[src/rtl/res3_pkg.sv]
package res3_pkg;

  // Strobes sent from the control module to the datapath.
  typedef struct packed {
    logic loadResult;
  } ctrlStrobe_t;

  // Width of a remainder modulo 3.
  localparam int RES_W = 2;

endpackage

[src/rtl/residue3_fold.sv]
// Reduces a vector to its remainder modulo 3.
// Bit weights alternate: even positions count 1 and odd positions count 2.
// The weighted count is folded again until it is small, and a final
// subtraction brings it into the range 0..2.
module residue3_fold #(
  parameter int IN_W = 9
) (
  input  logic [IN_W-1:0]            value,
  output logic [res3_pkg::RES_W-1:0] residue
);

  localparam int ACC_W = $clog2(2 * IN_W + 1) + 1;
  localparam int FOLDS = $clog2(ACC_W) + 2;

  logic [ACC_W-1:0] accum;
  logic [ACC_W-1:0] folded;

  always_comb begin
    // First pass over the input vector.
    accum = '0;
    for (int i = 0; i < IN_W; i++) begin
      if (i % 2 == 0) accum = accum + ACC_W'(value[i]);
      else            accum = accum + ACC_W'({value[i], 1'b0});
    end

    // Fold the count again until it is at most 4.
    folded = '0;
    for (int f = 0; f < FOLDS; f++) begin
      folded = '0;
      for (int i = 0; i < ACC_W; i++) begin
        if (i % 2 == 0) folded = folded + ACC_W'(accum[i]);
        else            folded = folded + ACC_W'({accum[i], 1'b0});
      end
      accum = folded;
    end

    // Final step into the range 0..2.
    if (accum >= ACC_W'(3)) residue = res3_pkg::RES_W'(accum - ACC_W'(3));
    else                    residue = res3_pkg::RES_W'(accum);
  end

endmodule

[src/rtl/rca_ctrl.sv]
// Control: turns the input handshake into a load strobe and produces the
// output-valid register.
module rca_ctrl (
  input  logic                  clk,
  input  logic                  rstN,
  input  logic                  inValid,
  output res3_pkg::ctrlStrobe_t strobes,
  output logic                  outValid
);

  always_comb begin
    strobes.loadResult = inValid;
  end

  always_ff @(posedge clk or negedge rstN) begin
    if (!rstN) outValid <= 1'b0;
    else       outValid <= inValid;
  end

endmodule

[src/rtl/rca_datapath.sv]
// Datapath: the binary adder, fault injection, the residue predictor, the
// residue of the actual result, the comparison, and the output registers.
module rca_datapath #(
  parameter int DATA_W = 8
) (
  input  logic                  clk,
  input  logic                  rstN,
  input  res3_pkg::ctrlStrobe_t strobes,
  input  logic [DATA_W-1:0]     opA,
  input  logic [DATA_W-1:0]     opB,
  input  logic [DATA_W:0]       faultMask,
  output logic [DATA_W:0]       sumOut,
  output logic                  errFlag
);

  localparam int SUM_W  = DATA_W + 1;
  localparam int RW     = res3_pkg::RES_W;
  localparam int N_OPS  = 2;
  localparam int PAIR_W = RW + 1;

  logic [SUM_W-1:0]  rawSum;
  logic [SUM_W-1:0]  checkedSum;
  logic [DATA_W-1:0] opArr [N_OPS];
  logic [RW-1:0]     opRes [N_OPS];
  logic [RW-1:0]     sumRes;
  logic [PAIR_W-1:0] pairSum;
  logic [RW-1:0]     predRes;
  logic              mismatch;

  // Main adder. The carry-out is kept as the top bit of the result.
  always_comb begin
    rawSum     = {1'b0, opA} + {1'b0, opB};
    checkedSum = rawSum ^ faultMask;
  end

  assign opArr[0] = opA;
  assign opArr[1] = opB;

  // One remainder unit per operand.
  for (genvar g = 0; g < N_OPS; g++) begin : g_opRes
    residue3_fold #(.IN_W(DATA_W)) u_fold (
      .value  (opArr[g]),
      .residue(opRes[g])
    );
  end

  // Remainder of the result as it leaves the adder (after injection).
  residue3_fold #(.IN_W(SUM_W)) u_sumFold (
    .value  (checkedSum),
    .residue(sumRes)
  );

  // Predicted remainder: add the operand remainders and reduce modulo 3.
  always_comb begin
    pairSum = {1'b0, opRes[0]} + {1'b0, opRes[1]};
    if (pairSum >= PAIR_W'(3)) predRes = RW'(pairSum - PAIR_W'(3));
    else                       predRes = RW'(pairSum);
    mismatch = (predRes != sumRes);
  end

  always_ff @(posedge clk or negedge rstN) begin
    if (!rstN) begin
      sumOut  <= '0;
      errFlag <= 1'b0;
    end else if (strobes.loadResult) begin
      sumOut  <= checkedSum;
      errFlag <= mismatch;
    end
  end

endmodule

[src/rtl/residue_checked_adder.sv]
// Top level: connects the control module to the datapath.
module residue_checked_adder #(
  parameter int DATA_W = 8
) (
  input  logic              clk,
  input  logic              rstN,
  input  logic              inValid,
  input  logic [DATA_W-1:0] opA,
  input  logic [DATA_W-1:0] opB,
  input  logic [DATA_W:0]   faultMask,
  output logic              outValid,
  output logic [DATA_W:0]   sumOut,
  output logic              errFlag
);

  res3_pkg::ctrlStrobe_t strobes;

  rca_ctrl u_ctrl (
    .clk     (clk),
    .rstN    (rstN),
    .inValid (inValid),
    .strobes (strobes),
    .outValid(outValid)
  );

  rca_datapath #(.DATA_W(DATA_W)) u_dp (
    .clk      (clk),
    .rstN     (rstN),
    .strobes  (strobes),
    .opA      (opA),
    .opB      (opB),
    .faultMask(faultMask),
    .sumOut   (sumOut),
    .errFlag  (errFlag)
  );

endmodule

[config.mk]
export PLATFORM = sky130hd
export DESIGN_NAME = residue_checked_adder
export DESIGN_NICKNAME = d
export VERILOG_FILES = /design/src/rtl/res3_pkg.sv /design/src/rtl/residue3_fold.sv /design/src/rtl/rca_ctrl.sv /design/src/rtl/rca_datapath.sv /design/src/rtl/residue_checked_adder.sv
export SDC_FILE = /design/constraint.sdc
export NUM_CORES = 1
export LEC_CHECK = 0
export BUFFER_PORTS_ARGS = -buffer_cell sky130_fd_sc_hd__buf_2
export CAP_MARGIN = 20
export CORE_MARGIN = 10
export CORE_UTILIZATION = 45
export CTS_BUF_LIST = sky130_fd_sc_hd__clkbuf_4
export CTS_CLUSTER_DIAMETER = 30
export DETAILED_ROUTE_END_ITERATION = 10
export PLACE_DENSITY = 0.74
export SYNTH_ARGS = -nofsm -noshare
export SYNTH_HDL_FRONTEND = slang
export SYNTH_SLANG_ARGS = --single-unit
[constraint.sdc]
create_clock -name clk -period 0.85 [get_ports clk]
set_input_delay 0.17 -clock clk [delete_from_list [all_inputs] [get_ports clk]]
set_output_delay 0.17 -clock clk [all_outputs]
set_load 0.02 [all_outputs]
======== Yosys cells after proc, flatten, opt, wreduce, memory -nomap -nowiden ========
Cells that the tools add are included.
Widths: inputs -> output; s select.
word-level totals
  bits in registers ....................... 11
  input bits .............................. 28
  output and inout bits ................... 11
  logic and storage cells ................. 116
operators by class
  $add $sub $neg .......................... 103
  order comparisons ....................... 4
  equality and inequality tests ........... 1
  multiplexer cells ....................... 4
  bitwise gates (word level) .............. 1
operator list
  kind                 count
  $add 6x2->6          21
  $add 5x1->6          18
  $add 4x2->5          18
  $add 3x1->4          18
  $add 1x2->3          18
  $add 6x1->6          4
  $ge 6x2->1 const B   3
  $add 8x8->9          1
  $xor 9x9->9          1
  $mux 2               4
  $sub 2x2->2 const B  4
  $add 2x2->3          1
  $ge 3x2->1 const B   1
  $ne 2x2->1           1

======== Depth between registers and ports, before layout ========
Gate-level depths: netlist of the first run.
  depth after elaboration ................. 38
  gate-level depth with buffers ........... 32
  depth with buffers taken out ............ 32

======== Modules after synthesis ========
A second synthesis of the first run with hierarchy kept.
second synthesis, totals
  cells, all modules ...................... 240
  area, all modules ....................... 2459.9 um^2
by module, submodules not included
  module                                      times used  cells each  area an instance (um^2)  seq. area each (um^2)
  residue3_fold (u_dp.g_opRes[0].u_fold ...)  2           45          480.5                    0.0
  rca_datapath                                1           97          927.1                    250.2
  residue3_fold (u_dp.u_sumFold)              1           51          539.3                    0.0
  rca_ctrl                                    1           2           32.5                     25.0

======== Worst setup path before layout of the first run ========
Ideal clock, no wire load.
  kind .................................... input to register
  from .................................... input port opB[1]
  to ...................................... register u_dp.errFlag
  library setup time ...................... 0.099 ns
  data arrival time ....................... 7.000 ns
  required time ........................... 0.751 ns
  slack ................................... -6.250 ns
  stages on the path ...................... 29
  buffers on the path ..................... 0
  cells stage by stage .................... inv_1 -> fa_1 -> fa_1 -> inv_1 -> ha_1 -> inv_1 -> fa_1 -> inv_1 -> ha_1 -> fa_1 -> fa_1 -> inv_1 -> fa_1 -> inv_1 -> fa_1 -> ha_1 -> inv_1 -> fa_1 -> xnor2_1 -> ha_1 -> inv_1 -> fa_1 -> inv_1 -> ha_1 -> nor2b_1 -> mux2i_1 -> xnor2_1 -> nor3_1 -> a311oi_1
between the ends
  word-level cells in the longest chain between the ends .. 38
  elaborated cells on any way between the ends .. 78
  those cells by class .................... 70 x add/sub; 3 x order compare; 1 x eq/ne; 3 x mux; 1 x bitwise
RTL lines
  element                                            line                                      RTL
  from (decl)                                        residue_checked_adder.sv:9                input logic [DATA_W-1:0] opB,
  $add 8x8->9 / $add 1x2->3 (equally long branches)  rca_datapath.sv:32, residue3_fold.sv:23
  $xor 9x9->9 / $add 3x1->4 (equally long branches)  rca_datapath.sv:33, residue3_fold.sv:22
  $add 1x2->3 / $add 4x2->5 (equally long branches)  residue3_fold.sv:23                       else accum = accum + ACC_W'({value[i], 1'b0});
  $add 3x1->4 / $add 5x1->6 (equally long branches)  residue3_fold.sv:22                       if (i % 2 == 0) accum = accum + ACC_W'(value[i]);
  $add 4x2->5 / $add 6x2->6 (equally long branches)  residue3_fold.sv:23
  $add 5x1->6 / $add 6x1->6 (equally long branches)  residue3_fold.sv:22
  $add 6x2->6                                        residue3_fold.sv:23
  $add 6x1->6 / $add 1x2->3 (equally long branches)  residue3_fold.sv:22, residue3_fold.sv:32
  [22 not listed]                                    n/a
  $add 1x2->3 / $add 5x1->6 (equally long branches)  residue3_fold.sv:32, residue3_fold.sv:31
  $add 3x1->4 / $add 6x2->6 (equally long branches)  residue3_fold.sv:31, residue3_fold.sv:32
  $add 4x2->5, or another cell as far along          residue3_fold.sv:32                       else folded = folded + ACC_W'({accum[i], 1'b0});
  $add 5x1->6 / $mux 2 (equally long branches)       residue3_fold.sv:31, residue3_fold.sv:38
  $add 6x2->6 / $add 2x2->3 (equally long branches)  residue3_fold.sv:32, rca_datapath.sv:55
  $ge 6x2->1, or another cell as far along           residue3_fold.sv:38                       if (accum >= ACC_W'(3)) residue = res3_pkg::RES_W'(accum - ACC_W'(3));
  $mux 2, on equally long branches                   residue3_fold.sv:38, rca_datapath.sv:56
  $ne 2x2->1 *                                       rca_datapath.sv:58                        mismatch = (predRes != sumRes);
  to (signal assigned)                               rca_datapath.sv:67                        errFlag <= mismatch;
  to (decl)                                          rca_datapath.sv:13                        output logic errFlag
Mark *: on every way between the ends. The rest lies on a longest branch, timed or not.
A chain may end at the register's enable or synchronous reset.

======== Worst setup path after layout of the first run ========
  from .................................... input port opA[5]
  to ...................................... register u_dp.errFlag
between the ends
  word-level cells in the longest chain between the ends .. 34
  elaborated cells on any way between the ends .. 70
  those cells by class .................... 62 x add/sub; 3 x order compare; 1 x eq/ne; 3 x mux; 1 x bitwise
RTL lines
  element                                            line                                      RTL
  from (decl)                                        residue_checked_adder.sv:8                input logic [DATA_W-1:0] opA,
  $add 8x8->9 / $add 6x2->6 (equally long branches)  rca_datapath.sv:32, residue3_fold.sv:23
  $xor 9x9->9 / $add 6x1->6 (equally long branches)  rca_datapath.sv:33, residue3_fold.sv:22
  $add 6x2->6                                        residue3_fold.sv:23
  $add 6x1->6 / $add 1x2->3 (equally long branches)  residue3_fold.sv:22, residue3_fold.sv:32
  $add 6x2->6 / $add 3x1->4 (equally long branches)  residue3_fold.sv:23, residue3_fold.sv:31
  $add 6x1->6 / $add 4x2->5 (equally long branches)  residue3_fold.sv:22, residue3_fold.sv:32
  $add 1x2->3 / $add 5x1->6 (equally long branches)  residue3_fold.sv:32, residue3_fold.sv:31
  $add 3x1->4 / $add 6x2->6 (equally long branches)  residue3_fold.sv:31, residue3_fold.sv:32
  [18 not listed]                                    n/a
  $add 1x2->3 / $add 5x1->6 (equally long branches)  residue3_fold.sv:32, residue3_fold.sv:31
  $add 3x1->4 / $add 6x2->6 (equally long branches)  residue3_fold.sv:31, residue3_fold.sv:32
  $add 4x2->5, or another cell as far along          residue3_fold.sv:32
  $add 5x1->6 / $mux 2 (equally long branches)       residue3_fold.sv:31, residue3_fold.sv:38
  $add 6x2->6 / $add 2x2->3 (equally long branches)  residue3_fold.sv:32, rca_datapath.sv:55
  $ge 6x2->1, or another cell as far along           residue3_fold.sv:38
  $mux 2, on equally long branches                   residue3_fold.sv:38, rca_datapath.sv:56
  $ne 2x2->1 *                                       rca_datapath.sv:58
Marked as above.

==> run_results.csv, run 1 <==
group,metric,value,unit
final_layout,final_nets,485,
route,dr.pass1.iters,4,
worst_setup_path,crit_top_cell,"inv_1",
logic_synthesis,ys_seq_area_share,11.5,%
clocking,clock_latency,0.28,ns
worst_setup_path,critPathMaxStageDelay,0.55,ns
clocking,root_buffer,"clkbuf_4",
logic_synthesis,syn_area_per_cell,9.86,µm²
floorplan,io_pins,39,
flow_run,drv_cap,0,
final_layout,area_delta_synth_final,60.4,%
global_route,grt_overflow,0,
final_layout,antenna_cells,0,
worst_setup_path,cp.depth,31,
global_route,first_global_vias,2309,
route,drtIter0Drc,60,
route,antenna_left,0,
timing,period_share,792,%
placement,hpwl,4750,µm
final_layout,fin_cells,436,
route,viasPerCell,4.78,
timing,rsz0062_at_grt,"true",
timing,relSlewSlack,71.1,%
logic_synthesis,syn_inst,243,
timing,tightest_slew,0.431,ns
global_route,antenna_found_initial,0,
worst_hold_path,hold_class,"input port to register",
floorplan,die_h,93.0,µm
logic_synthesis,yosysWarnings,0,
worst_setup_path,rr_startpoint,"u_dp.sumOut[6]",
clocking,clkTransAtPathRegs,0.07,ns
timing,tns,-11.81,ns
global_route,grt_pass1_wl,9840,µm
logic_synthesis,synth_area,2400,µm²
worst_setup_path,crit_buf_inv,10,
worst_setup_path,cp-endpoint,"u_dp.errFlag",
final_layout,multiInputGateArea,2240,µm²
route,vias,2083,
final_layout,drive_gt1_share,49.5,%
worst_setup_path,rr_endpoint,"u_dp.sumOut[6]",
timing,fin_crit,6.73,ns
timing,hold_viol_final,0,
final_layout,regArea,275,µm²
worst_setup_path,worstSetupStartpointType,"input port",
placement,place.gp.congestion,0.805,
outcome,violations,"negative setup slack",
floorplan,start_util,46.6,%
worst_setup_path,r2r_cells,2,
worst_setup_path,worstPathRequired,1.04,ns
logic_synthesis,synthDistinctLibCells,35,
worst_setup_path,crit_slowest_cell,"fa_1",
route,drc_errors,0,
logic_synthesis,synth-seq-cells,11,
worst_setup_path,worstPathMaxFanout,2,
worst_setup_path,timing.critical_path.max_delay_family,"adder cells",
clocking,numCtsBuffers,3,
worst_setup_path,crit_arrival,6.92,ns
floorplan,die_width,93.0,µm
route,wl_per_cell,16.1,µm
worst_setup_path,end_kind,"register",
clocking,htree_num_levels,1,
timing,skew,0,ns
floorplan,coreArea,5140,µm²
clocking,clock_sinks,11,
worst_setup_path,setup.worst_path.start,"opA[5]",
route,wirelength,7010,µm
floorplan,num_rows,26,
clocking,clockBufferDepth,2,
timing,clock.fmax,148,MHz
outcome,status,"finished with violations",
clocking,tritoncts,"yes",
worst_setup_path,path_class,"input port to register",
final_layout,nFillCells,325,
timing,setup_viol,20,
placement,dp_cells,416,
global_route,grt_max_degree,12,
logic_synthesis,syn_nets,361,
timing,maxSlewViolCount,0,
floorplan,die-area,8640,µm²
global_route,grt_usage,13.7,%
timing,worst_slack,-5.88,ns
placement,port_buffers,38,
worst_setup_path,r2r_slack,-0.13,ns
[registers in the layout (all words and copies together), names as in the netlist]
signal	flops
u_ctrl.outValid	1
u_dp.sumOut	9
u_dp.errFlag	1
[what timing repair did]
item,in CTS,in global routing
gates resized for setup,50,36
setup buffers,7,11
pin swaps,13,10
hold buffers,1,0
hold endpoints to repair,11,0
setup endpoints to repair,20,21
[stage by stage]
step	setup slack [ns]	hold WS, ns	util, %	cell area, µm²
after floorplan	-5.83	-0.126	-	2540
after global placement	-6.03	0.0494	64.4	3310
after detailed placement	-6.26	0.0509	64.4	3310
after CTS	-5.90	0.202	70.2	3610
after global routing	-6.16	0.240	74.8	3840
final	-5.88	0.247	74.8	3840
[worst min-delay path by stage]
stage | slack, ns | to | depth (start not counted) | startpoint
floorplan | -0.13 | u_ctrl.outValid | 0 | rstN
global placement | 0.05 | u_dp.sumOut[0] | 1 | rstN
detailed placement | 0.05 | u_ctrl.outValid | 1 | rstN
CTS | 0.20 | u_ctrl.outValid | 2 | inValid
global route | 0.24 | u_ctrl.outValid | 2 | inValid
finish | 0.25 | u_ctrl.outValid | 2 | inValid
[routing by layer]
layer / wire, µm / global-route usage [%] / vias to the layer above
li1: - / - / 1000
met3: 212 / 1.60 / 21
met5: 0 / 0 / -
met2: 4050 / 27.7 / 56
met1: 2540 / 14.2 / 1006
met4: 215 / 4.11 / 0
[layout make-up]
cell class                 instances  share of cell area [%]
inverter                          57                    5.63
timing repair buffer             121                    25.9
multi-input combinational        173                    58.3
sequential                        11                    7.16
clock buffer                       4                   0.782
tap                               70                    2.28
[synthesized netlist by cell type]
| cell type | instances | share of area (%) |
|---|---|---|
| clkbuf_1 | 2 | 0.31 |
| nor2_1 | 13 | 2.0 |
| a21oi_1 | 8 | 1.7 |
| o2bb2ai_1 | 1 | 0.37 |
| a21o_1 | 1 | 0.31 |
| a221o_1 | 1 | 0.42 |
| o21a_1 | 1 | 0.31 |
| dfrtp_1 | 11 | 11 |
| o221ai_1 | 1 | 0.37 |
| a311oi_1 | 1 | 0.37 |
| o21bai_1 | 1 | 0.31 |
| nor3_1 | 1 | 0.21 |
| nand2b_1 | 6 | 1.6 |
| o31ai_2 | 1 | 0.52 |
| or2_1 | 1 | 0.26 |
| o31ai_1 | 1 | 0.31 |
| and3_1 | 1 | 0.26 |
| o21ai_2 | 1 | 0.37 |
| nor4_1 | 1 | 0.26 |
| nor2b_4 | 1 | 0.57 |
| o21ai_0 | 4 | 0.84 |
| a211o_1 | 1 | 0.37 |
| nor2b_2 | 1 | 0.37 |
| nor2b_1 | 1 | 0.26 |
| xor2_1 | 7 | 2.6 |
| ha_1 | 60 | 31 |
| inv_1 | 57 | 8.9 |
| or2_2 | 1 | 0.26 |
| o21ai_1 | 2 | 0.42 |
| mux2i_1 | 3 | 1.3 |
| o2111a_1 | 1 | 0.47 |
| nand2_1 | 8 | 1.3 |
| fa_1 | 30 | 25 |
| nor3b_1 | 1 | 0.31 |
| xnor2_1 | 11 | 4.0 |
[kinds of logic after synthesis]
family | synth area share, %
DFF | 11.5
AOI/OAI and AO/OA | 7.42
buffers and inverters | 9.24
xor gates and xnor gates | 6.58
adders and majority gates | 56.4
muxes | 1.25
and+or+nand+nor | 7.63
[placed cells by master (no fill, tap or decap), types with 7 or more instances in the layout]
master and count:
fa_1 23, dfrtp_1 11, nor2_1 12, buf_2 21, ha_4 9, ha_1 45, fa_2 7, nand2_1 8
inv_1 50, buf_6 28, buf_4 67
Power of run 1 is not shown: default switching activity piles up to over one toggle a cycle in this logic, so the estimate is an artifact.
==> run 2, diff against run 1 <==
Settings changed: PLACE_DENSITY 0.74 to 0.67, SLEW_MARGIN set to 20.
Clock period 0.85 ns to 7.84 ns, I/O delays scaled along.
==> run_results.csv, run 2 (synthesized netlist as in run 1, its figures left out) <==
group,metric,value,unit
route,drtIter0Drc,46,
route,antenna_left,0,
global_route,antenna_found_initial,0,
timing,hold_viol_final,0,
placement,hpwl,4590,µm
global_route,grt_pass1_wl,8520,µm
clocking,root_buffer,"clkbuf_4",
floorplan,die_h,93.0,µm
worst_setup_path,path_class,"input port to register",
worst_setup_path,end_kind,"register",
global_route,grt_max_degree,15,
clocking,clockBufferDepth,2,
timing,period_share,103,%
floorplan,num_rows,26,
placement,port_buffers,38,
timing,clock.fmax,124,MHz
final_layout,top_regs,"u_dp.sumOut x9, u_ctrl.outValid x1, u_dp.errFlag x1",
floorplan,io_pins,39,
clocking,postCtsHoldBufs,0,
worst_setup_path,crit_slowest_cell,"fa_2",
timing,fin_crit,8.04,ns
timing,tightest_slew,0.358,ns
clocking,tritoncts,"yes",
clocking,clock_latency,0.27,ns
final_layout,largest_reg_flops,9,
timing,tns,-0.200,ns
final_layout,final_nets,449,
route,vias,1842,
route,drc_errors,0,
worst_setup_path,worstPathRequired,8.01,ns
timing,hold_ws,0.481,ns
final_layout,top_register,"u_dp.sumOut",
route,viasPerCell,4.61,
worst_setup_path,timing.critical_path.max_delay_family,"adder cells",
floorplan,die_width,93.0,µm
clocking,post-cts-setup-buffer-count,0,
placement,place.gp.congestion,0.827,
floorplan,die-area,8640,µm²
route,dr.pass1.iters,5,
worst_setup_path,critPathMaxStageDelay,0.56,ns
flow_run,drv_cap,0,
final_layout,layout_commonest_cell,"inv_1",
global_route,grt_overflow,0,
clocking,htree_num_levels,1,
worst_setup_path,worstPathMaxFanout,2,
global_route,grt_usage,11.7,%
final_layout,antenna_cells,0,
timing,relSlewSlack,76.0,%
worst_setup_path,crit_arrival,8.21,ns
clocking,clkTransAtPathRegs,0.07,ns
timing,worst_slack,-0.200,ns
outcome,status,"finished with violations",
final_layout,drive_gt1_share,39.1,%
timing,skew,0,ns
floorplan,start_util,46.6,%
route,wl_per_cell,12.3,µm
floorplan,coreArea,5140,µm²
clocking,numCtsBuffers,3,
final_layout,final_cell_mix,"50 x inv_1, 47 x ha_1, 47 x buf_4, 37 x buf_2, 22 x fa_1",
timing,maxSlewViolCount,0,
timing,rsz0062_at_grt,"true",
worst_setup_path,crit_buf_inv,10,
worst_hold_path,hold_class,"register to register",
final_layout,area_delta_synth_final,34.4,%
global_route,first_global_vias,1991,
clocking,clock_sinks,11,
route,wirelength,4920,µm
worst_setup_path,worstSetupStartpointType,"input port",
timing,setup_viol,1,
outcome,violations,"negative setup slack",
-- run 2: cell count changes in the layout (fill, tap and decap cells not counted), sizes merged --
| cell | change |
|---|---|
| buf | -35 |
| dlygate4sd3 | -1 |
-- run 2: final timing paths --
kind | slack [ns] | depth (start not counted) | to | startpoint
max in group asynchronous | 6.48 | 1 | u_dp.errFlag | rstN
worst max-delay path | -0.20 | 31 | u_dp.errFlag | opA[3]
worst max register to register | 7.00 | 1 | u_dp.sumOut[6] | u_dp.sumOut[6]
worst min register to register | 0.48 | 2 | u_dp.sumOut[1] | u_dp.sumOut[1]
min in group asynchronous | 1.15 | 1 | u_dp.sumOut[2] | rstN
worst min-delay path | 0.48 | 2 | u_dp.sumOut[1] | u_dp.sumOut[1]
-- run 2: layer usage --
layer	part of all wire, %	up-vias	track usage [%]
li1	-	926	-
met4	1.1	0	3.08
met3	5.3	4	2.24
met2	51	36	20.8
met1	42	876	14.0
met5	0	-	0
-- run 2: layout make-up --
cell class              count  area, µm²
repair buffers             85        549
clock buffers               4       30.0
well taps                  70       87.6
multi-input cells         173       2060
inverters                  57        214
fillers                   466       1920
flip-flops and latches     11        275
-- run 2: per-stage QoR --
stage / util (%) / worst slack [ns] / std cells / cell area [µm²]
after floorplan: - / -0.235 / 243 / 2480
after global placement: 60.3 / -0.462 / 396 / 3100
after detailed placement: 60.3 / -0.694 / 396 / 3100
after CTS: 61.7 / -0.325 / 400 / 3170
after global routing: 62.6 / -0.548 / 400 / 3220
final: 62.6 / -0.200 / 400 / 3220
-- run 2: timing repair --
action,4_1_cts,5_1_grt
cloned,0,0
pin swaps,5,6
gates resized for setup,11,10
setup endpoints to repair,1,1
Power of run 2 is left out for the same reason.
==> run 3, diff against run 2 <==
Clock period 7.84 ns to 8.3 ns, I/O delays scaled along.
==> run_results.csv, run 3 (synthesized netlist as in run 1, its figures left out) <==
group,metric,value,unit
timing,relSlewSlack,73.5,%
global_route,grt_pass1_wl,8200,µm
global_route,grt_max_degree,15,
clocking,clkTransAtPathRegs,0.07,ns
worst_setup_path,worstSetupStartpointType,"input port",
worst_setup_path,end_kind,"register",
worst_setup_path,worstPathRequired,8.49,ns
timing,fin_crit,8.17,ns
floorplan,die-area,8640,µm²
worst_hold_path,hold_class,"register to register",
floorplan,die_width,93.0,µm
worst_setup_path,path_class,"input port to register",
worst_setup_path,critPathMaxStageDelay,0.56,ns
floorplan,io_pins,39,
floorplan,num_rows,26,
placement,hpwl,4280,µm
worst_setup_path,worstPathMaxFanout,2,
final_layout,fin_cells,397,
global_route,antenna_found_initial,0,
final_layout,largest_reg_flops,9,
clocking,root_buffer,"clkbuf_4",
timing,tightest_slew,0.395,ns
final_layout,layout_commonest_cell,"ha_1",
route,drtIter0Drc,31,
worst_setup_path,crit_arrival,8.36,ns
worst_setup_path,r2r_cells,1,
placement,port_buffers,38,
global_route,grt_overflow,0,
floorplan,start_util,46.6,%
final_layout,nFillCells,477,
timing,clock.fmax,122,MHz
outcome,status,"finished clean",
route,antenna_left,0,
final_layout,area_delta_synth_final,33.2,%
clocking,htree_num_levels,1,
timing,skew,0,ns
placement,dp_cells,390,
global_route,grt_usage,11.1,%
final_layout,drive_gt1_share,39.8,%
route,vias,1846,
final_layout,top_register,"u_dp.sumOut",
clocking,tritoncts,"yes",
final_layout,top_regs,"u_dp.sumOut x9, u_ctrl.outValid x1, u_dp.errFlag x1",
timing,rsz0062_at_grt,"true",
route,wl_per_cell,12.2,µm
timing,setup_viol,0,
final_layout,final_cell_mix,"47 x ha_1, 46 x buf_4, 44 x inv_1, 34 x buf_2, 23 x fa_1",
global_route,first_global_vias,1930,
clocking,clock_sinks,11,
floorplan,coreArea,5140,µm²
timing,hold_viol_final,0,
clocking,clock_latency,0.28,ns
worst_setup_path,crit_slowest_cell,"fa_1",
route,wirelength,4840,µm
final_layout,final_nets,446,
flow_run,drv_cap,0,
timing,period_share,98.4,%
final_layout,antenna_cells,0,
route,drc_errors,0,
worst_hold_path,hold_path_depth,2,
route,viasPerCell,4.65,
timing,maxSlewViolCount,0,
clocking,clockBufferDepth,2,
placement,place.gp.congestion,0.816,
floorplan,die_h,93.0,µm
route,dr.pass1.iters,4,
clocking,numCtsBuffers,3,
[run 3: final cells by class]
class / instances / area [µm²] / share of cell area (%)
Multi-Input combinational cell: 173 / 2040 / 63.8
Timing Repair Buffer: 82 / 542 / 17.0
Sequential cell: 11 / 275 / 8.63
Inverter: 57 / 219 / 6.86
Tap cell: 70 / 87.6 / 2.75
Clock buffer: 4 / 30.0 / 0.941
[run 3: repair_timing]
action,4_1_cts,5_1_grt
endpoints found under the setup margin,0,1
hold buffers,0,0
setup buffers,0,3
gates resized for setup,0,35
[run 3: path summary, 6_finish.rpt]
check | end | start | slack, ns
setup reg to reg | u_dp.sumOut[6] | u_dp.sumOut[6] | 7.46
hold / removal | u_dp.sumOut[7] | u_dp.sumOut[7] | 0.50
hold reg to reg | u_dp.sumOut[7] | u_dp.sumOut[7] | 0.50
min in group asynchronous | u_dp.errFlag | rstN | 1.24
max in group asynchronous | u_ctrl.outValid | rstN | 6.85
setup / recovery | u_dp.errFlag | opB[5] | 0.13
[run 3: metrics by stage]
step                      utilization, %  setup WS (ns)  TNS [ns]  hold WS (ns)  area [µm²]
after global routing                62.1         -0.159    -0.159         0.521        3190
after CTS                           59.5         0.0163         0         0.499        3060
after detailed placement            58.9         -0.271    -0.271         0.482        3030
after global placement              58.9         -0.208    -0.208         0.470        3030
after floorplan                        -        0.00651         0         0.590        2450
final                               62.1          0.133         0         0.498        3190
[run 3: layer usage]
| metal | global-route usage, % | share of wire (%) | vias up |
|---|---|---|---|
| met4 | 3.47 | 1.2 | 0 |
| li1 | - | - | 929 |
| met3 | 1.20 | 3.6 | 8 |
| met1 | 14.2 | 46 | 877 |
| met5 | 0 | 0 | - |
| met2 | 19.2 | 50 | 32 |
[run 3: worst max-delay path, delay by kind of cell]
family | cells | cell delay, ns
compound gates | 1 | 0.23
mux | 1 | 0.21
buf+inv | 10 | 0.51
simple gates | 2 | 0.20
fa+ha+maj | 15 | 5.20
xor+xnor | 2 | 0.33
Power of run 3 is left out for the same reason.
